--- src/rtl/dacfe_pkg.sv ---
package dacfe_pkg;
  localparam int DEF_DATA_W   = 16;
  localparam int DEF_SEG_BITS = 4;
  localparam int DEF_SYNC     = 2;

  // Events decoded from the synchronized pins, one cycle wide each
  typedef struct packed {
    logic shift;  // accepted serial bit
    logic xfer;   // serial -> DAC register copy
    logic clr;    // clear falling edge
  } fe_evt_t;
endpackage

--- src/rtl/dacfe_sync.sv ---
module dacfe_sync #(
  parameter int W = 5,
  parameter int STAGES = 2,
  parameter logic [W-1:0] RST_VAL = '0
) (
  input  logic         clk,
  input  logic         rst_n,
  input  logic [W-1:0] d,
  output logic [W-1:0] q
);
  logic [STAGES-1:0][W-1:0] stg;

  always_ff @(posedge clk or negedge rst_n) begin
    if (!rst_n) begin
      stg <= {STAGES{RST_VAL}};
    end else begin
      stg[0] <= d;
      for (int s = 1; s < STAGES; s++) stg[s] <= stg[s-1];
    end
  end

  assign q = stg[STAGES-1];
endmodule

--- src/rtl/dacfe_shift.sv ---
module dacfe_shift #(
  parameter int DATA_W = 16
) (
  input  logic              clk,
  input  logic              rst_n,
  input  logic              shift_en,
  input  logic              clr,
  input  logic              din,
  output logic [DATA_W-1:0] q
);
  // Holding register has no power-on reset: its start value is undefined
  always_ff @(posedge clk) begin
    if (clr)           q <= '0;
    else if (shift_en) q <= {q[DATA_W-2:0], din};
  end

  assert_shift_in_R2: assert property (@(posedge clk) disable iff (!rst_n)
    (shift_en && !clr) |=> (q == {$past(q[DATA_W-2:0]), $past(din)}));

  assert_shift_hold_R6: assert property (@(posedge clk) disable iff (!rst_n)
    (!shift_en && !clr) |=> $stable(q));

  assert_shift_clear_R8: assert property (@(posedge clk) disable iff (!rst_n)
    clr |=> (q == '0));
endmodule

--- src/rtl/dacfe_dacreg.sv ---
module dacfe_dacreg #(
  parameter int DATA_W = 16
) (
  input  logic              clk,
  input  logic              rst_n,
  input  logic              clr,
  input  logic              load,
  input  logic [DATA_W-1:0] d,
  output logic [DATA_W-1:0] q
);
  always_ff @(posedge clk or negedge rst_n) begin
    if (!rst_n)    q <= '0;
    else if (clr)  q <= '0;
    else if (load) q <= d;
  end

  assert_dac_load_R3: assert property (@(posedge clk) disable iff (!rst_n)
    (load && !clr) |=> (q == $past(d)));

  assert_dac_hold_R4: assert property (@(posedge clk) disable iff (!rst_n)
    (!load && !clr) |=> $stable(q));

  assert_dac_clear_R8: assert property (@(posedge clk) disable iff (!rst_n)
    clr |=> (q == '0));
endmodule

--- src/rtl/dacfe_segdec.sv ---
module dacfe_segdec #(
  parameter int DATA_W = 16,
  parameter int SEG_BITS = 4,
  localparam int SEG_N = (1 << SEG_BITS) - 1,
  localparam int LAD_W = DATA_W - SEG_BITS
) (
  input  logic [DATA_W-1:0] code,
  output logic [SEG_N-1:0]  seg_en,
  output logic [LAD_W-1:0]  ladder
);
  logic [SEG_BITS-1:0] top_val;
  assign top_val = code[DATA_W-1 -: SEG_BITS];
  assign ladder  = code[LAD_W-1:0];

  for (genvar i = 0; i < SEG_N; i++) begin : g_seg
    localparam logic [SEG_BITS-1:0] IDX = SEG_BITS'(i);
    assign seg_en[i] = (top_val > IDX);
  end

  always_comb begin
    assert_seg_count_R10: assert ($countones(seg_en) == int'(top_val));
    assert_seg_shape_R10: assert ((seg_en & (seg_en + SEG_N'(1))) == '0);
  end
endmodule

--- src/rtl/serdac_frontend.sv ---
module serdac_frontend #(
  parameter int DATA_W = dacfe_pkg::DEF_DATA_W,
  parameter int SEG_BITS = dacfe_pkg::DEF_SEG_BITS,
  parameter int SYNC_STAGES = dacfe_pkg::DEF_SYNC
) (
  input  logic                          clk,
  input  logic                          rst_n,
  input  logic                          sel_n,
  input  logic                          sclk,
  input  logic                          sdi,
  input  logic                          load_n,
  input  logic                          clr_n,
  output logic [DATA_W-1:0]             dac_code,
  output logic [(1 << SEG_BITS)-2:0]    seg_en,
  output logic [DATA_W-SEG_BITS-1:0]    ladder
);
  import dacfe_pkg::*;

  // pin vector order: {clr_n, load_n, sdi, sclk, sel_n}
  localparam logic [4:0] PIN_IDLE  = 5'b11001;
  localparam logic [3:0] PREV_IDLE = 4'b1101;  // {clr, load, sclk, sel}

  logic [4:0] pins_s;
  logic [3:0] prev_s;
  logic [DATA_W-1:0] sh_word;
  fe_evt_t evt;

  dacfe_sync #(.W(5), .STAGES(SYNC_STAGES), .RST_VAL(PIN_IDLE)) u_sync (
    .clk(clk), .rst_n(rst_n),
    .d({clr_n, load_n, sdi, sclk, sel_n}), .q(pins_s));

  always_ff @(posedge clk or negedge rst_n) begin
    if (!rst_n) prev_s <= PREV_IDLE;
    else        prev_s <= {pins_s[4], pins_s[3], pins_s[1], pins_s[0]};
  end

  // named internal events
  logic cs_low, sclk_rise, cs_rise, ld_fall, clr_fall, clr_low, ld_low, sdi_s;
  assign cs_low    = ~pins_s[0];
  assign sclk_rise = pins_s[1] & ~prev_s[1];
  assign cs_rise   = pins_s[0] & ~prev_s[0];
  assign ld_low    = ~pins_s[3];
  assign ld_fall   = ~pins_s[3] & prev_s[2];
  assign clr_low   = ~pins_s[4];
  assign clr_fall  = ~pins_s[4] & prev_s[3];
  assign sdi_s     = pins_s[2];

  assign evt.shift = sclk_rise & cs_low;
  assign evt.clr   = clr_fall;
  assign evt.xfer  = ~clr_low & ((cs_rise & ld_low) | ld_fall);

  dacfe_shift #(.DATA_W(DATA_W)) u_shift (
    .clk(clk), .rst_n(rst_n), .shift_en(evt.shift), .clr(evt.clr),
    .din(sdi_s), .q(sh_word));

  dacfe_dacreg #(.DATA_W(DATA_W)) u_dacreg (
    .clk(clk), .rst_n(rst_n), .clr(evt.clr), .load(evt.xfer),
    .d(sh_word), .q(dac_code));

  dacfe_segdec #(.DATA_W(DATA_W), .SEG_BITS(SEG_BITS)) u_segdec (
    .code(dac_code), .seg_en(seg_en), .ladder(ladder));

  assert_cs_idle_R7: assert property (@(posedge clk) disable iff (!rst_n)
    (sclk_rise && !cs_low && !clr_fall) |=> $stable(sh_word));

  assert_clr_mask_R9: assert property (@(posedge clk) disable iff (!rst_n)
    (clr_low && !clr_fall) |=> $stable(dac_code));

  assert_end_frame_R3: assert property (@(posedge clk) disable iff (!rst_n)
    (cs_rise && ld_low && !clr_low) |=> (dac_code == $past(sh_word)));
endmodule

--- config.mk ---
export PLATFORM = sky130hd
export DESIGN_NAME = serdac_frontend
export DESIGN_NICKNAME = d
export VERILOG_FILES = /design/src/rtl/dacfe_pkg.sv /design/src/rtl/dacfe_sync.sv /design/src/rtl/dacfe_shift.sv /design/src/rtl/dacfe_dacreg.sv /design/src/rtl/dacfe_segdec.sv /design/src/rtl/serdac_frontend.sv
export SDC_FILE = /design/constraint.sdc
export NUM_CORES = 1
export LEC_CHECK = 0
export BUFFER_PORTS_ARGS = -buffer_cell sky130_fd_sc_hd__buf_2
export CORE_MARGIN = 8
export CORE_UTILIZATION = 25
export CTS_CLUSTER_DIAMETER = 80
export CTS_CLUSTER_SIZE = 30
export DETAILED_ROUTE_END_ITERATION = 10
export PLACE_DENSITY_LB_ADDON = 0.15
export SETUP_SLACK_MARGIN = 0.15
export SLEW_MARGIN = 40
export SYNTH_ARGS = -nofsm -noshare
export SYNTH_HDL_FRONTEND = slang
export SYNTH_SLANG_ARGS = --single-unit
--- constraint.sdc ---
create_clock -name clk -period 2.3 [get_ports clk]
set_clock_uncertainty 0.1 [all_clocks]
set_input_delay 0.23 -clock clk [delete_from_list [all_inputs] [get_ports clk]]
set_output_delay 0.23 -clock clk [all_outputs]
set_load 0.1 [all_outputs]
## Yosys cells after proc, flatten, opt, wreduce, memory -nomap -nowiden

Cells that the tools add are included.

- Order comparisons: 15
- Reductions and logical operators: 1
- Mux-type cells: 2
- Bitwise logic cells: 13

Operators with widths:

| kind | count |
|---|---|
| 16-bit two-way mux | 2 |
| 4-bit greater-than comparator (second input constant) | 7 |
| 4-bit by 3-bit greater-than comparator with 1-bit output (second input constant) | 4 |
| 4-bit by 1-bit greater-than comparator with 1-bit output (second input constant) | 2 |
| 4-bit by 2-bit greater-than comparator with 1-bit output (second input constant) | 2 |
| 1-bit bitwise AND | 7 |
| 1-bit NOT | 5 |
| 2-bit nonzero test | 1 |
| 1-bit OR | 1 |

- Output and inout port bits: 43
- Register bits: 46
- Logic and storage cells: 36

## Logic depth before layout (Yosys ltp)

Gate-level depths: netlist of the first run.

- Word-level depth: 7
- Mapped depth: 5
- Mapped depth without buffers: 3

## By module

Synthesis of the first run repeated with hierarchy kept, for this count alone.

- Cells, all modules: 164
- Area total of the unflattened synthesis: 1904.3 µm²

Modules (own cells, without submodules):

| module | sequential area each (µm²) | instances | area each (µm²) | cells each |
|---|---|---|---|---|
| dacfe_dacreg | 400.4 | 1 | 660.6 | 52 |
| dacfe_shift | 320.3 | 1 | 580.6 | 52 |
| dacfe_sync | 257.7 | 1 | 295.3 | 15 |
| dacfe_segdec | 0.0 | 1 | 230.2 | 36 |
| serdac_frontend | 103.8 | 1 | 137.6 | 9 |

## Least setup slack after synthesis of the first run

OpenSTA, ideal clock, no wires.

- Path kind: reg-to-output
- From: reg u_dacreg.q[13]
- To: out seg_en[10]
- Slack: -0.741 ns
- Buffers on the path: 1
- Arrival time: 2.711 ns
- Cell stages (with the launch flop): 4
- Cells stage by stage: dfrtp_1 -> clkbuf_1 -> a21oi_1 -> nor2b_1

- Word-level cells in the longest chain between the ends: 1

RTL lines:

| item | RTL line | RTL |
|---|---|---|
| from (decl) | dacfe_dacreg.sv:9 | `output logic [DATA_W-1:0] q` |
| from (signal assigned) | dacfe_dacreg.sv:12 | `if (!rst_n) q <= '0;` |
| from (signal assigned) | dacfe_dacreg.sv:13 | `else if (clr) q <= '0;` |
| from (signal assigned) | dacfe_dacreg.sv:14 | `else if (load) q <= d;` |
| 4-bit greater-than comparator | dacfe_segdec.sv:17 | `assign seg_en[i] = (top_val > IDX);` |
| to (decl) | serdac_frontend.sv:14 | `output logic [(1 << SEG_BITS)-2:0] seg_en,` |

Every way passes these cells.

## Worst setup path in the final report of the first run

- From: reg u_dacreg.q[14]
- To: out seg_en[14]

Same word-level chain as after synthesis.

==> flow_summary_export.csv, run 1 <==
group,metric,value,unit
cts,cts.sinks,46,
finish,syn2layout_area_growth,21.3,%
synthesis,synth_area,1910,sq um
grt,gr-total-overflow,0,
worst_setup_path,required,1.97,ns
synthesis,yosys.area_share.simple,0.154,
die,die_w,103,um
placed_design,gp_congestion,0.685,
drt,drtIter0Drc,52,
power,swShare,0.238,
sta,fin_crit,1.84,ns
placed_design,postPlaceCellArea,2160,sq um
sta,rsz0062_at_grt,"no",
sta,tightestPinTransition,0.722,ns
cts,cts_buffers,5,
sta,fmax,0.545,GHz
power,cellPowerDensity,619,nW/um^2
worst_setup_path,critPathArrivalTime,1.51,ns
cts,post_cts_buffers,0,
grt,grt_pass1_wl,6070,um
worst_setup_path,path_class,"reg2out",
synthesis,synth_compound_area_frac,0.0726,
synthesis,syn_area_per_cell,9.91,sq um
worst_setup_path,cp-start-kind,"register",
sta,relSlewSlack,0.517,
power,leakage,1.14,nW
drt,post-route-drc-count,0,
job,cap_violations,0,
sta,maxSlewViolCount,0,
sta,setup_viol,0,
drt,vias,1300,
synthesis,yosys_warnings,0,
synthesis,synth_xor_area_frac,0,
die,die_area,10700,sq um
cts,clk-insertion-delay-late,0.29,ns
drt,routedWlPerCell,11.5,um
die,core,7570,sq um
cts,hold_buffers,6,
cts,cts_root_buf,"clkbuf_8",
worst_hold_path,worstHoldPathType,"reg2reg",
drt,ant_nets,0,
finish,drive_gt1_frac,0.356,
grt,grt_pass1_vias,1278,
power,pwr-share-seq,0.582,
power,ir_worst_vdd,0.000300,V
synthesis,synth_top_family_by_area,"simple AND/OR/NAND/NOR gates",
placed_design,portBuffers,49,
sta,post-route-period-util,0.798,
finish,diodes,0,
die,io-pin-count,50,
worst_setup_path,endpoint_kind,"output pin",
cts,cts_resized,0,
sta,tns,0,ns
finish,nets,239,
synthesis,synth_fa_ha_area_frac,0,
grt,grt_max_degree,31,
cts,clk_pin_slew_worst_paths,0.08,ns
die,dieHeight,103,um
grt,grtUsageTotal,0.0726,
sta,finalHoldViolCount,0,
synthesis,yosysTopAreaCellShare,0.275,
synthesis,synthTopCellsByArea,"dfrtp_1 (27%), dfxtp_1 (17%), dfstp_2 (12%), nand2_1 (9.8%), mux2i_1 (8.4%)",
power,clkPwrFrac,0.354,
synthesis,synth_cell_type_count,29,
die,start_util,0.253,
synthesis,synthCells,193,
worst_setup_path,crit_fanout,12,
placed_design,dp_hpwl,2600,um
synthesis,ys_ff_latch,46,
power,p_switching,342,uW
synthesis,muxShareOfSynthArea,0.0838,
die,rows,32,
drt,vias_per_cell,3.88,
drt,wl,3860,um
cts,cts_tree,"yes",
cts,clk_path_buf_depth,2,
finish,fin_area,2320,sq um
cts,h-tree-depth,2,
status,status,"complete, no violations",
drt,drtPass1Iterations,4,
synthesis,yosysTopAreaCell,"dfrtp_1",
grt,antenna_found_initial,0,
power,intPower,1.10,mW
synthesis,syn_nets,200,
power,combPwrFrac,0.063,
synthesis,yosysSeqAreaShare,0.566,
-- cell families after synthesis --
family / count (synthesis)
AOI/OAI and AO/OA: 23
buffers and inverters: 42
DFF: 46
muxes: 16
and+or+nand+nor: 66
-- layout make-up --
type	instances	area, sq um
multi-input cells	105	629
well taps	102	128
fillers	808	5250
inverters	18	67.6
clock inverters	2	12.5
repair buffers	56	313
flip-flops and latches	46	1090
clock buffers	6	82.6
-- metrics by stage --
stage          utilization  hold WS (ns)  power (mW)  instances  setup slack [ns]
2_1_floorplan            -        -0.166       0.916        193             0.155
3_3_place_gp         0.285         0.224       0.937        321             0.705
3_5_place_dp         0.286         0.231       0.940        321             0.683
4_1_cts              0.307         0.254        1.47        335             0.438
5_1_grt              0.307         0.263        1.51        335             0.367
6_report             0.307         0.251        1.44        335             0.464
-- worst paths after layout --
path	depth (start not counted)	end	slack, ns	from
max in group asynchronous	2	u_dacreg.q[14]	1.20	rst_n
min in group asynchronous	2	u_dacreg.q[6]	0.41	rst_n
min	0	u_sync.q[1]	0.25	u_sync.stg[1]
max reg2reg	3	u_dacreg.q[12]	0.71	prev_s[0]
max	3	seg_en[14]	0.46	u_dacreg.q[14]
min reg2reg	0	u_sync.q[1]	0.25	u_sync.stg[1]
-- power groups by stage --
stage | registers, mW | clock network [mW] | logic, mW
finish | 0.837 | 0.509 | 0.0909
global route | 0.840 | 0.570 | 0.0982
CTS | 0.837 | 0.543 | 0.0937
detailed placement | 0.854 | 0 | 0.0861
global placement | 0.852 | 0 | 0.0849
floorplan | 0.862 | 0 | 0.0534
-- Yosys cell counts, drive strengths merged --
library cell and n:
nand2 52, nor2b 3, buf 18, o31a 1, nor2 4, a31o 1, and2b 1, or3 1
a21o 1, dfstp 9, and3 1, nand2b 2, clkbuf 6, o21a 1, a21oi 17, inv 18
dfrtp 21, dfxtp 16, mux2i 16, o21ai 2, nor3b 1, or3b 1
-- cells in the final DEF (no fill, tap or decap), types with 2 or more instances in the layout --
cell / netlist / final
nand2_1: 50 / 49
buf_2: 1 / 49
inv_1: 18 / 18
a21oi_1: 17 / 17
dfrtp_1: 21 / 17
mux2i_1: 16 / 16
dfxtp_1: 16 / 16
dfstp_2: 9 / 9
clkbuf_8: 0 / 6
dlygate4sd3_1: 0 / 6
dfrtp_2: 0 / 4
nand2_2: 2 / 3
nor2_1: 4 / 2
nor2_4: 0 / 2
nor2b_4: 1 / 2
-- state kept, by name, summed over array words and instances (netlist names) --
name and cells:
u_sync.stg 5, u_shift.q 16, u_sync.q 5, prev_s 4, u_dacreg.q 16
-- critical path, cell delays in order (launching register included) --
cell and delay [ns]:
dfrtp_2 0.48, nand2_1 0.18, nor2_4 0.12, buf_2 0.43
-- metal layers --
layer,vias up,wire (um),track usage
met4,0,23,0.0234
li1,669,-,-
met1,590,1690,0.0829
met2,39,1790,0.123
met3,2,361,0.0268
met5,-,0,0
No activity file was read; power rests on OpenSTA's default activity.
==> run 2, diff against run 1 <==
--- a/config.mk
+++ b/config.mk
@@ -5,6 +5,7 @@
 export SDC_FILE = /design/constraint.sdc
 export NUM_CORES = 1
 export LEC_CHECK = 0
+export ABC_AREA = 1
 export BUFFER_PORTS_ARGS = -buffer_cell sky130_fd_sc_hd__buf_2
 export CORE_MARGIN = 8
 export CORE_UTILIZATION = 25
==> constraint.sdc (replaced) <==
create_clock -name clk -period 1.8 [get_ports clk]
set_clock_uncertainty 0.1 [all_clocks]
set_input_delay 0.18 -clock clk [delete_from_list [all_inputs] [get_ports clk]]
set_output_delay 0.18 -clock clk [all_outputs]
set_load 0.1 [all_outputs]
==> run 2 against run 1 <==
Compared with the run above: synthesized area increased by 2.2%; cell count increased by 13%; setup slack got worse by 0.35 ns; global-route usage increased by 0.84 points; non-clock buffer count increased by 7; sequential share of layout area decreased by 6.2 points; final area increased by 16%; register-to-register slack got worse by 0.34 ns; critical path depth increased by 1; total power increased by 100%; core utilization increased by 4.6 points; critical endpoint is now seg_en[8].
==> flow_summary_export.csv, run 2 <==
group,metric,value,unit
status,status,"complete, no violations",
worst_setup_path,cp-endpoint,"seg_en[8]",
die,die_area,10900,sq um
grt,grt_pass1_vias,1458,
worst_setup_path,path_class,"reg2out",
worst_setup_path,r2r_cells,5,
placed_design,gp_congestion,0.672,
cts,clk_path_buf_depth,2,
finish,drive_gt1_frac,0.373,
worst_setup_path,critPathArrivalTime,1.41,ns
cts,cts_buffers,5,
placed_design,portBuffers,49,
finish,fin_area,2700,sq um
power,cellPowerDensity,1080,nW/um^2
placed_design,postPlaceCellArea,2400,sq um
synthesis,synth_commonest_cells,"nand2_1 (54), nor2_1 (36), nand3_1 (30), inv_1 (24), dfrtp_1 (21)",
cts,cts_tree,"yes",
synthesis,yosysTopAreaCellShare,0.269,
sta,fin_crit,1.69,ns
sta,worst_slack,0.115,ns
worst_setup_path,required,1.52,ns
die,start_util,0.255,
sta,fmax,0.593,GHz
finish,final_common_cell,"nand2_1",
synthesis,synth_compound_area_frac,0.0154,
worst_setup_path,timing.rr.start,"u_sync.q[4]",
drt,vias,1482,
finish,reg_top3,"u_dacreg.q: 16 flops, u_shift.q: 16 flops",
synthesis,synth_area,1950,sq um
synthesis,muxShareOfSynthArea,0,
drt,wl,4450,um
sta,relSlewSlack,0.556,
sta,maxSlewViolCount,0,
worst_setup_path,endpoint_kind,"output pin",
synthesis,synth_xor_area_frac,0,
grt,antenna_found_initial,0,
finish,instances_no_fill,378,
synthesis,ys_async_sr_fraction,0.652,
placed_design,dp_slack,0.254,ns
synthesis,ys_ff_latch,46,
grt,grt_max_degree,33,
grt,grt_pass1_wl,7250,um
finish,syn2layout_area_growth,38.0,%
placed_design,numPlacedInstances,360,
worst_setup_path,cp-start-kind,"register",
cts,clk_pin_slew_worst_paths,0.08,ns
placed_design,dp_hpwl,2870,um
synthesis,synth_edf_count,0,
synthesis,synth_fa_ha_area_frac,0,
die,die_w,104,um
die,io-pin-count,50,
worst_setup_path,reg2reg_to,"u_dacreg.q[14]",
drt,routedWlPerCell,11.8,um
drt,post-route-drc-count,0,
drt,ant_nets,0,
drt,drtPass1Iterations,4,
synthesis,synth_cell_type_count,20,
synthesis,synth_ff_type,"dfrtp_1",
synthesis,syn_area_per_cell,8.60,sq um
synthesis,syn_nets,234,
finish,diodes,0,
sta,finalHoldViolCount,0,
synthesis,synth_top_family_by_area,"simple AND/OR/NAND/NOR gates",
synthesis,synth.most_common_cell,"nand2_1",
grt,gr-total-overflow,0,
synthesis,yosys_warnings,0,
worst_setup_path,reg2reg_slack,0.37,ns
synthesis,yosys.area_share.simple,0.299,
power,ir_worst_vdd,0.000370,V
sta,post-route-period-util,0.936,
cts,clk-insertion-delay-late,0.29,ns
cts,h-tree-depth,2,
sta,setup_viol,0,
drt,drtIter0Drc,80,
cts,cts.sinks,46,
worst_hold_path,worstHoldPathType,"reg2reg",
synthesis,yosysSeqAreaShare,0.554,
finish,fillers,805,
worst_setup_path,crit_fanout,4,
synthesis,yosysTopAreaCell,"dfrtp_1",
die,rows,32,
finish,nets,282,
synthesis,synthCells,227,
worst_setup_path,startpoint,"u_dacreg.q[15]",
synthesis,synthTopCellsByArea,"dfrtp_1 (27%), dfxtp_1 (16%), dfstp_2 (12%), nand2_1 (10%), nand3_1 (7.7%)",
finish,final_cell_mix,"nand2_1 (51), buf_2 (35), nor2_1 (33), nand3_1 (30), inv_1 (19)",
die,dieHeight,104,um
job,cap_violations,0,
drt,vias_per_cell,3.92,
grt,grtUsageTotal,0.0811,
cts,cts_root_buf,"clkbuf_8",
sta,rsz0062_at_grt,"yes",
die,core,7650,sq um
sta,tightestPinTransition,0.667,ns
power,leakage,1.43,nW
run 2: changes by cell type after synthesis, sizes merged, moves of 7 or more:
cell,delta
mux2i,-16
a21oi,-16
inv,+7
nor2,+33
nand3,+32
run 2: how the worst min path moves through the flow:
stage	from	to	slack [ns]	cells after the start
finish	u_sync.stg[2]	u_sync.q[2]	0.25	0
global route	u_sync.stg[4]	u_sync.q[4]	0.26	0
CTS	u_sync.stg[2]	u_sync.q[2]	0.26	0
detailed placement	rst_n	u_sync.stg[2]	0.16	1
global placement	rst_n	u_sync.stg[2]	0.16	1
floorplan	rst_n	prev_s[1]	-0.22	0
run 2: where the power goes:
| part | internal (mW) | leakage (nW) | switching, mW | total (mW) |
|---|---|---|---|---|
| sequential | 1.13 | 0.496 | 0.0728 | 1.20 |
| combinational | 0.234 | 0.890 | 0.849 | 1.08 |
| clock | 0.274 | 0.0452 | 0.346 | 0.621 |
run 2: worst max-delay path, stage by stage (launching register included):
cell        delay (ns)
dfrtp_4           0.48
clkinvlp_4        0.14
buf_4             0.16
o21ai_4           0.15
buf_12            0.19
run 2: per-layer routing:
| layer | vias up | track usage | wire length (um) |
|---|---|---|---|
| met5 | - | 0 | 0 |
| met4 | 0 | 0.0310 | 44 |
| met3 | 4 | 0.0266 | 216 |
| met2 | 32 | 0.142 | 2190 |
| met1 | 668 | 0.0882 | 2000 |
| li1 | 778 | - | - |
run 2: stage by stage:
stage	hold slack [ns]	total power [mW]	TNS (ns)	util
after CTS	0.257	2.93	0	0.347
final	0.254	2.91	0	0.352
after detailed placement	0.157	2.22	0	0.313
after floorplan	-0.216	2.09	-0.614	-
after global routing	0.264	3.04	0	0.352
after global placement	0.162	2.22	0	0.313
run 2: layout make-up:
cell class | instances | area (sq um) | area share
clock inverter | 2 | 13.8 | 0.00511
sequential | 46 | 1100 | 0.407
inverter | 25 | 113 | 0.0418
tap | 102 | 128 | 0.0474
clock buffer | 6 | 72.6 | 0.0269
timing repair buffer | 63 | 548 | 0.203
multi-input combinational | 134 | 723 | 0.268
run 2: cell families (layout without fill, tap and decap cells):
logic type	after synthesis	after routing
buf+inv	47	96
flops	46	46
compound gates	6	6
simple gates	128	128
run 2: what timing repair did:
item                                    in CTS  in global routing
endpoints found under the hold margin       26                  0
gates resized for setup                     23                  8
pin swaps                                    2                  2
hold buffers                                 6                  0
endpoints found under the setup margin      14                 14
buffers inserted                             3                  1
